[src/rtl/fss_pkg.sv]
package fss_pkg;
    localparam int EXC_W     = 5;
    localparam int FLAG_LSB  = 0;
    localparam int CAUSE_LSB = 5;
    localparam int ERR_BIT   = 10;
    localparam int EN_LSB    = 11;
    localparam int RM_LSB    = 16;
    localparam int DN_BIT    = 18;
    localparam int STAT_W    = 19;

    typedef enum logic [0:0] {
        RND_NEAREST = 1'b0,
        RND_ZERO    = 1'b1
    } rnd_state_e;

    typedef enum logic [1:0] {
        UPD_IDLE,
        UPD_HOST,
        UPD_ABORT,
        UPD_COMMIT
    } upd_kind_e;
endpackage

[src/rtl/fss_classify.sv]
module fss_classify #(
    parameter int SP_EXP  = 8,
    parameter int SP_FRAC = 23,
    parameter int DP_EXP  = 11,
    parameter int DP_FRAC = 52
) (
    input  logic [DP_EXP+DP_FRAC:0] opnd,
    input  logic                    dbl,
    input  logic                    flush_en,
    output logic                    is_nan,
    output logic                    is_den,
    output logic [DP_EXP+DP_FRAC:0] opnd_out
);
    localparam int SP_SIGN = SP_EXP + SP_FRAC;
    localparam int DP_SIGN = DP_EXP + DP_FRAC;

    logic [SP_EXP-1:0]  sp_exp;
    logic [SP_FRAC-1:0] sp_frac;
    logic [DP_EXP-1:0]  dp_exp;
    logic [DP_FRAC-1:0] dp_frac;
    logic sp_nan, sp_den, dp_nan, dp_den;

    always_comb begin
        sp_exp  = opnd[SP_SIGN-1:SP_FRAC];
        sp_frac = opnd[SP_FRAC-1:0];
        dp_exp  = opnd[DP_SIGN-1:DP_FRAC];
        dp_frac = opnd[DP_FRAC-1:0];
        sp_nan  = (&sp_exp) && (|sp_frac);
        sp_den  = (~|sp_exp) && (|sp_frac);
        dp_nan  = (&dp_exp) && (|dp_frac);
        dp_den  = (~|dp_exp) && (|dp_frac);
        is_nan  = dbl ? dp_nan : sp_nan;
        is_den  = dbl ? dp_den : sp_den;
    end

    always_comb begin
        opnd_out = opnd;
        if (flush_en && is_den) begin
            if (dbl) begin
                opnd_out          = '0;
                opnd_out[DP_SIGN] = opnd[DP_SIGN];
            end else begin
                opnd_out[SP_SIGN-1:0] = '0;
            end
        end
    end
endmodule

[src/rtl/fss_screen.sv]
module fss_screen #(
    parameter int NUM_OPS = 3,
    parameter int SP_EXP  = 8,
    parameter int SP_FRAC = 23,
    parameter int DP_EXP  = 11,
    parameter int DP_FRAC = 52,
    localparam int DATA_W = 1 + DP_EXP + DP_FRAC,
    localparam int CNT_W  = $clog2(NUM_OPS + 1)
) (
    input  logic [NUM_OPS-1:0][DATA_W-1:0] ops_i,
    input  logic                           dbl,
    input  logic                           dn,
    input  logic [CNT_W-1:0]               cnt,
    output logic [NUM_OPS-1:0][DATA_W-1:0] ops_o,
    output logic                           suppress
);
    logic [NUM_OPS-1:0] nan_v, den_v, active;
    logic any_nan, any_den;

    for (genvar i = 0; i < NUM_OPS; i++) begin : g_op
        fss_classify #(
            .SP_EXP (SP_EXP),
            .SP_FRAC(SP_FRAC),
            .DP_EXP (DP_EXP),
            .DP_FRAC(DP_FRAC)
        ) u_cls (
            .opnd    (ops_i[i]),
            .dbl     (dbl),
            .flush_en(dn),
            .is_nan  (nan_v[i]),
            .is_den  (den_v[i]),
            .opnd_out(ops_o[i])
        );
        if (i == 0) begin : g_first
            assign active[i] = 1'b1;
        end else begin : g_rest
            assign active[i] = (CNT_W'(i) < cnt);
        end
    end

    always_comb begin
        any_nan = |(nan_v & active);
        any_den = |(den_v & active);
        if (dn)
            suppress = 1'b0;
        else if (cnt <= CNT_W'(1))
            suppress = den_v[0];
        else
            suppress = any_den && !any_nan;
    end
endmodule

[src/rtl/fss_status.sv]
module fss_status
    import fss_pkg::*;
(
    input  logic              clk,
    input  logic              rst_n,
    input  logic              res_valid,
    input  logic              suppress,
    input  logic [EXC_W-1:0]  exc,
    input  logic              host_we,
    input  logic [STAT_W-1:0] host_wdata,
    output logic [STAT_W-1:0] stat_q,
    output logic              rnd_zero
);
    upd_kind_e  kind;
    rnd_state_e rnd_q, rnd_next;

    always_comb begin
        if (host_we)
            kind = UPD_HOST;
        else if (res_valid && suppress)
            kind = UPD_ABORT;
        else if (res_valid)
            kind = UPD_COMMIT;
        else
            kind = UPD_IDLE;
    end

    always_ff @(posedge clk or negedge rst_n) begin
        if (!rst_n) begin
            stat_q <= '0;
        end else begin
            unique case (kind)
                UPD_HOST:  stat_q <= host_wdata;
                UPD_ABORT: stat_q[ERR_BIT] <= 1'b1;
                UPD_COMMIT: begin
                    stat_q[CAUSE_LSB +: EXC_W] <= exc;
                    stat_q[FLAG_LSB +: EXC_W]  <= stat_q[FLAG_LSB +: EXC_W] | exc;
                end
                UPD_IDLE:  stat_q <= stat_q;
            endcase
        end
    end

    always_ff @(posedge clk or negedge rst_n) begin
        if (!rst_n) rnd_q <= RND_NEAREST;
        else        rnd_q <= rnd_next;
    end

    always_comb begin
        rnd_next = rnd_q;
        if (kind == UPD_HOST) begin
            unique case (host_wdata[RM_LSB +: 2])
                2'b00:   rnd_next = RND_NEAREST;
                2'b01:   rnd_next = RND_ZERO;
                default: rnd_next = rnd_q;
            endcase
        end
    end

    assign rnd_zero = (rnd_q == RND_ZERO);


    flags_sticky_chk: assert property (@(posedge clk) disable iff (!rst_n)
        !host_we |=> ((stat_q[FLAG_LSB +: EXC_W] & $past(stat_q[FLAG_LSB +: EXC_W]))
                      == $past(stat_q[FLAG_LSB +: EXC_W])));

    idle_hold_chk: assert property (@(posedge clk) disable iff (!rst_n)
        (!host_we && !res_valid) |=> $stable(stat_q));

    rm_hold_chk: assert property (@(posedge clk) disable iff (!rst_n)
        (host_we && host_wdata[RM_LSB+1]) |=> $stable(rnd_q));

    host_wins_chk: assert property (@(posedge clk) disable iff (!rst_n)
        host_we |=> (stat_q == $past(host_wdata)));

    cause_load_chk: assert property (@(posedge clk) disable iff (!rst_n)
        (res_valid && !suppress && !host_we) |=> (stat_q[CAUSE_LSB +: EXC_W] == $past(exc)));
endmodule

[src/rtl/fpu_screen_status.sv]
module fpu_screen_status
    import fss_pkg::*;
#(
    parameter int SP_EXP  = 8,
    parameter int SP_FRAC = 23,
    parameter int DP_EXP  = 11,
    parameter int DP_FRAC = 52,
    localparam int DATA_W = 1 + DP_EXP + DP_FRAC,
    localparam int NUM_OPS = 3,
    localparam int CNT_W  = $clog2(NUM_OPS + 1)
) (
    input  logic              clk,
    input  logic              rst_n,
    input  logic [DATA_W-1:0] op_a,
    input  logic [DATA_W-1:0] op_b,
    input  logic [DATA_W-1:0] op_c,
    input  logic              dbl,
    input  logic [CNT_W-1:0]  opnd_cnt,
    input  logic [EXC_W-1:0]  exc,
    input  logic              res_valid,
    input  logic              host_we,
    input  logic [STAT_W-1:0] host_wdata,
    output logic [DATA_W-1:0] op_a_out,
    output logic [DATA_W-1:0] op_b_out,
    output logic [DATA_W-1:0] op_c_out,
    output logic              proceed,
    output logic              abort,
    output logic [STAT_W-1:0] status,
    output logic              rnd_toward_zero
);
    logic [NUM_OPS-1:0][DATA_W-1:0] ops_in, ops_scr;
    logic suppress;

    assign ops_in = {op_c, op_b, op_a};

    fss_screen #(
        .NUM_OPS(NUM_OPS),
        .SP_EXP (SP_EXP),
        .SP_FRAC(SP_FRAC),
        .DP_EXP (DP_EXP),
        .DP_FRAC(DP_FRAC)
    ) u_screen (
        .ops_i   (ops_in),
        .dbl     (dbl),
        .dn      (status[DN_BIT]),
        .cnt     (opnd_cnt),
        .ops_o   (ops_scr),
        .suppress(suppress)
    );

    fss_status u_status (
        .clk       (clk),
        .rst_n     (rst_n),
        .res_valid (res_valid),
        .suppress  (suppress),
        .exc       (exc),
        .host_we   (host_we),
        .host_wdata(host_wdata),
        .stat_q    (status),
        .rnd_zero  (rnd_toward_zero)
    );

    assign op_a_out = ops_scr[0];
    assign op_b_out = ops_scr[1];
    assign op_c_out = ops_scr[2];
    assign proceed  = !suppress;
    assign abort    = res_valid && suppress;


    abort_err_chk: assert property (@(posedge clk) disable iff (!rst_n)
        (abort && !host_we) |=> (status[ERR_BIT] &&
            (status[ERR_BIT-1:0] == $past(status[ERR_BIT-1:0]))));

    flush_no_abort_chk: assert property (@(posedge clk) disable iff (!rst_n)
        status[DN_BIT] |-> (proceed && !abort));
endmodule

[config.mk]
export PLATFORM = sky130hd
export DESIGN_NAME = fpu_screen_status
export DESIGN_NICKNAME = d
export VERILOG_FILES = /design/src/rtl/fss_pkg.sv /design/src/rtl/fss_classify.sv /design/src/rtl/fss_screen.sv /design/src/rtl/fss_status.sv /design/src/rtl/fpu_screen_status.sv
export SDC_FILE = /design/constraint.sdc
export NUM_CORES = 1
export LEC_CHECK = 0
export BUFFER_PORTS_ARGS = -buffer_cell sky130_fd_sc_hd__buf_2
export CAP_MARGIN = 20
export CORE_AREA = 2 2 169 171
export CTS_CLUSTER_DIAMETER = 100
export DETAILED_ROUTE_END_ITERATION = 8
export DIE_AREA = 0 0 171 173
export PLACE_DENSITY = 0.43
export RECOVER_POWER = 100
export SETUP_SLACK_MARGIN = 0.4
export SLEW_MARGIN = 20
export SYNTH_ARGS = -nofsm -noshare
export SYNTH_HDL_FRONTEND = slang
export SYNTH_SLANG_ARGS = --single-unit
export TNS_END_PERCENT = 10
[constraint.sdc]
create_clock -name clk -period 3.4 [get_ports clk]
set_clock_uncertainty 0.1 [all_clocks]
set_input_delay 0.17 -clock clk [delete_from_list [all_inputs] [get_ports clk]]
set_output_delay 0.17 -clock clk [all_outputs]
set_load 0.03 [all_outputs]
---- Yosys cells after proc, flatten, opt, wreduce, memory -nomap -nowiden ----
Index checks and enable logic that the tools add are counted.
cells by class
  $lt $le $gt $ge ......................... 3
  equal/unequal tests ..................... 4
  mux-type cells .......................... 20
  bitwise gates (word level) .............. 3
  reductions and logical operators ........ 50
operators by type and width
  operator              number
  $mux W63              3
  $reduce_or A52 Y1     3
  $mux W32              3
  $reduce_or A23 Y1     3
  $reduce_and A11 Y1    3
  $reduce_or A11 Y1     3
  $reduce_and A8 Y1     3
  $reduce_or A8 Y1      3
  $pmux W10 S2          1
  $logic_and A1 B1 Y1   17
  $logic_not A1 Y1      8
  $mux W1               8
  $and A3 B3 Y3         2
  $mux W2               3
  $reduce_bool A2 Y1    3
  $reduce_or A3 Y1      2
  $or A5 B5 Y5          1
  $eq A2 B1 Y1 const B  2
  $eq A2 B2 Y1 const B  2
  $pmux W1 S2           2
  $le A2 B1 Y1 const B  1
  $logic_not A2 Y1      1
  $lt A1 B2 Y1 const A  1
  $lt A2 B2 Y1 const A  1
  $reduce_and A2 Y1     1
storage, ports and cells
  register bits after elaboration ......... 20
  input bits .............................. 223
  output and inout bits ................... 214
  logic and storage cells ................. 84

---- Longest topological paths before layout ----
  word-level depth ........................ 14
  mapped depth ............................ 14
  depth with buffers taken out ............ 12

---- By module ----
Synthesis repeated with hierarchy kept, for this count alone.
second synthesis, totals
  cells, all modules ...................... 410
  area total of the unflattened synthesis .. 3189.3 sq um
modules (own cells, without submodules)
  module             instances  cells each  area an instance (sq um)
  fss_classify       3          109         740.7
  fss_status         1          77          925.9
  fss_screen         1          4           31.3
  fpu_screen_status  1          2           10.0

---- Least setup slack after synthesis ----
Ideal clock, no wire load.
  path type ............................... input-to-reg
  start ................................... input port op_a[23]
  end ..................................... register u_status.stat_q[0]
  setup time .............................. 0.126 ns
  arrival ................................. 3.022 ns
  required time ........................... 3.174 ns
  slack ................................... 0.152 ns
  stages .................................. 11
  buffers on the path ..................... 1
  cells stage by stage .................... or4_1 -> nor4bb_1 -> and4_1 -> a2111oi_1 -> or3_4 -> a22o_1 -> a21oi_4 -> inv_1 -> ha_1 -> buf_1 -> o32a_1
on the way
  longest elaborated chain between the ends .. 14
  elaborated cells on any way between the ends .. 25
  those cells by class .................... eq/ne: 2; mux: 7; bitwise: 2; reduce/logical: 14
RTL lines
  element                                                      line                                    RTL
  start, declared                                              fpu_screen_status.sv:14                 input logic [DATA_W-1:0] op_a,
  $reduce_or A52 Y1, or another cell as far along              fss_classify.sv:30, fss_classify.sv:31
  $logic_and A1 B1 Y1, or another cell as far along            fss_classify.sv:30                      dp_nan = (&dp_exp) && (|dp_frac);
  $mux W1 / $logic_and A1 B1 Y1 (equally long branches)        fss_classify.sv:32, fss_classify.sv:29
  $and A3 B3 Y3 / $mux W1 (equally long branches)              fss_screen.sv:42, fss_classify.sv:33
  $reduce_or A3 Y1 / $and A3 B3 Y3 (equally long branches)     fss_screen.sv:42, fss_screen.sv:43
  $logic_not A1 Y1 / $reduce_or A3 Y1 (equally long branches)  fss_screen.sv:49, fss_screen.sv:43
  $logic_and A1 B1 Y1                                          fss_screen.sv:49                        suppress = any_den && !any_nan;
  $mux W1 *                                                    fss_screen.sv:46                        else if (cnt <= CNT_W'(1))
  $mux W1 *                                                    fss_screen.sv:44                        if (dn)
  $logic_and A1 B1 Y1 *                                        fss_status.sv:20                        else if (res_valid && suppress)
  $mux W2 *                                                    fss_status.sv:20
  $mux W2 *                                                    fss_status.sv:18                        if (host_we)
  $eq A2 B2 Y1 / $eq A2 B1 Y1 (equally long branches)          fss_status.sv:32                        unique case (kind)
  $pmux W10 S2 / $reduce_bool A2 Y1 (equally long branches)    n/a
  end signal, assigned                                         fss_status.sv:33                        UPD_HOST: stat_q <= host_wdata;
  end signal, assigned by index                                fss_status.sv:37                        stat_q[FLAG_LSB +: EXC_W] <= stat_q[FLAG_LSB +: EXC_W] | exc;
  end signal, assigned                                         fss_status.sv:39                        UPD_IDLE: stat_q <= stat_q;
  end, declared                                                fss_status.sv:11                        output logic [STAT_W-1:0] stat_q,
Every way passes the cells marked *; elsewhere a longest branch is shown, timed or not.
A chain may end at the register's enable or synchronous reset.

---- Worst setup path in the final report ----
  start ................................... input port op_a[23]
  end ..................................... output port op_a_out[27]
on the way
  longest elaborated chain between the ends .. 6
  elaborated cells on any way between the ends .. 8
  those cells by class .................... mux: 2; reduce/logical: 6
RTL lines
  element                                                                    line                     RTL
  parallel branches: the longest is 3 deep, another holds $reduce_or A52 Y1  n/a
  $mux W1 *                                                                  fss_classify.sv:33       is_den = dbl ? dp_den : sp_den;
  $logic_and A1 B1 Y1 *                                                      fss_classify.sv:38       if (flush_en && is_den) begin
  $mux W63 *                                                                 fss_classify.sv:38
  end, declared                                                              fpu_screen_status.sv:23  output logic [DATA_W-1:0] op_a_out,
Mark *: on every way between the ends.

==> flow_summary.yaml <==
detailed_routing:
  drt_iter0_drc: 158
  num_vias: 4449
  ant_nets: 0
  vias_per_cell: 3.74
  drt-total-wl_um: 18400
  drtPass1Iterations: 4
  wl_per_cell_um: 15.5
  drc_errors: 0
worst_setup_path:
  startpoint: "op_a[23]"
  crit_required_ns: 3.13
  r2r-start: "u_status.stat_q[18]"
  worst_setup_path_start_kind: "primary input"
  path_max_fanout: 31
  r2r_slack_ns: 1.01
  cp-end-kind: "primary output"
  reg2reg_depth: 9
  timing.rr.end: "u_status.rnd_zero"
  arrival_ns: 2.75
  setup.worst_path.end: "op_a_out[27]"
  crit_type: "in2out"
finish:
  final_layout_size_suffix_gt1_frac: 0.351
  seqCellArea_um2: 500
  nets: 1037
  multi_input_area_um2: 2180
  fill_cells: 3272
  n_antenna_cell: 0
  area_delta_synth_final_pct: 87.0
  fin_area_um2: 5330
  fin_cells: 1188
worst_hold_path:
  whs_path_depth: 3
  hold_path_class: "in2reg"
  min-delay-start: "host_wdata[7]"
cts:
  cts_buffers: 3
  post_cts_buffers: 0
  insertion_delay_ns: 0.25
  ctsHtreeMaxLevel: 1
  root_buffer: "clkbuf_16"
  cts_buffer_depth: 2
  clk_pin_slew_ns: 0.05
  cts.sinks: 20
  tritoncts: "done"
timing:
  setup_viol: 0
  slew_violations: 0
  hold_violations: 0
  holdWs_ns: 0.0332
  min_period_ns: 3.02
  maxSlewHeadroom: 0.162
  rsz0062_at_grt: "true"
  finalCritPeriodShare: 0.890
  fmax_mhz: 331
  tightest_slew_ns: 1.26
logic_synthesis:
  syn_nets: 635
  yosysMostFrequentCell: "nor2b_1"
  yosys_warnings: 0
  synthesis.instances: 409
  postSynthAreaPerCell_um2: 6.97
  synth-seq-area-share: 0.176
  synthesis.area_um2: 2850
  yosys.area.top_type: "nor2b_1"
  ys_seq_elements: 20
  synth-edff-count: 0
  synth_common_cells: "119 x nor2b_1, 51 x clkbuf_1, 43 x and2_1, 38 x nor4_1"
  synth_top_area_share: 0.261
  ys_types: 41
  yosys-top-cells-area: "nor2b_1 26%, dfrtp_1 18%, and2_1 9.4%, nor4_1 8.3%, clkbuf_1 6.7%"
  ys_async_sr_fraction: 1.00
  synth-main-ff-cell: "dfrtp_1"
floorplanning:
  start_util: 0.103
  io_pins: 437
  die_y_um: 173
  die_w_um: 171
  num_rows: 61
  dieArea_um2: 29600
  design.core.area_um2: 27600
global_routing:
  grt_antenna_before_repair: 1
  grt_pass1_wl_um: 25600
  grt_max_degree: 32
  overflow: 0
  grt_pass1_vias: 4275
  grtUsageTotal: 0.112
placed_design:
  placed_cell_area_um2: 5460
  dp.cells: 1183
  gp_congestion: 0.852
  dp_hpwl_um: 16400
  numPortBuffers: 430
flow_run:
  drv_cap: 0
power:
  power.density_nw_per_um2: 246
  p_leak_uw: 0.00222
  vdd_drop_max_mv: 0.231
status:
  status: "completed"
cell families (layout without fill, tap and decap cells):
group           after synthesis  count (layout)  share of synthesized area
flops                        20              20                      0.176
simple gates                278             278                      0.585
compound gates               34              34                     0.0913
fa+ha+maj                     3               3                     0.0132
buf+inv                      61             462                     0.0856
mux                          13              13                     0.0491
registers in the layout, summed over array words and instances (netlist names):
| signal | cells |
|---|---|
| u_status.stat_q | 19 |
| u_status.rnd_zero | 1 |
critical path, cell delays in order:
cell	delay (ns)
buf_2	0.12
or4_4	0.55
nor4bb_2	0.29
and4_1	0.28
nand2_1	0.06
nand2_1	0.21
nor2_2	0.06
clkbuf_2	0.41
nor2b_1	0.22
clkbuf_1	0.35
area by class of cell:
class / count / area share
inverters: 5 / 0.00352
repair buffers: 453 / 0.388
clock buffers: 4 / 0.0167
flip-flops and latches: 20 / 0.0939
multi-input cells: 328 / 0.409
well taps: 378 / 0.0887
how the worst min path moves through the flow:
stage | slack [ns] | to
3_3_place_gp | 0.07 | u_status.stat_q[16]
4_1_cts | 0.03 | u_status.stat_q[7]
2_1_floorplan | -0.23 | u_status.rnd_zero
5_1_grt | 0.04 | u_status.stat_q[8]
6_report | 0.03 | u_status.stat_q[7]
3_5_place_dp | 0.07 | u_status.stat_q[15]
metrics by stage:
step	setup slack, ns	total power (µW)	utilization	setup TNS [ns]
CTS	0.404	1360	0.202	0
detailed placement	0.0456	1090	0.198	0
global placement	-0.0495	1090	0.198	-0.239
global route	0.186	1390	0.193	0
floorplan	0.413	740	-	0
finish	0.375	1310	0.193	0
where the power goes:
group          switching [µW]  total (µW)  internal (µW)
combinational             527         770            242
sequential               14.4         278            263
clock                    83.7         263            179
total                     626        1310            685
placed cells by master (no fill, tap or decap), types with 4 or more instances in the layout:
| cell type | netlist | layout |
|---|---|---|
| nand2_1 | 20 | 20 |
| and2_0 | 0 | 11 |
| dfrtp_1 | 20 | 20 |
| clkbuf_1 | 51 | 195 |
| nor2_1 | 11 | 10 |
| mux2_2 | 8 | 8 |
| buf_4 | 4 | 16 |
| nor3_1 | 9 | 8 |
| o32a_1 | 5 | 5 |
| o21ai_1 | 5 | 5 |
| nor4_2 | 0 | 4 |
| nor2b_1 | 119 | 119 |
| mux2i_1 | 5 | 5 |
| and2_1 | 43 | 32 |
| buf_2 | 0 | 239 |
| nand4_1 | 19 | 19 |
| a21oi_1 | 6 | 6 |
| o21ai_0 | 6 | 6 |
| nand3_1 | 7 | 7 |
| inv_1 | 5 | 5 |
| nor4_1 | 38 | 34 |
per-layer routing:
metal | up-vias | track usage | wire length, µm
li1 | 2202 | - | -
met5 | - | 0 | 12
met3 | 6 | 0.0153 | 1370
met2 | 207 | 0.194 | 8660
met4 | 2 | 0.00989 | 60
met1 | 2032 | 0.153 | 8310
what timing repair did:
| item | in CTS | in global routing |
|---|---|---|
| endpoints found under the hold margin | 20 | 0 |
| hold buffers | 1 | 0 |
| endpoints found under the setup margin | 6 | 29 |
| gates resized for setup | 3 | 5 |
| pin swaps | 1 | 3 |
| cloned | 0 | 0 |
(Power assumes the default switching activity.)
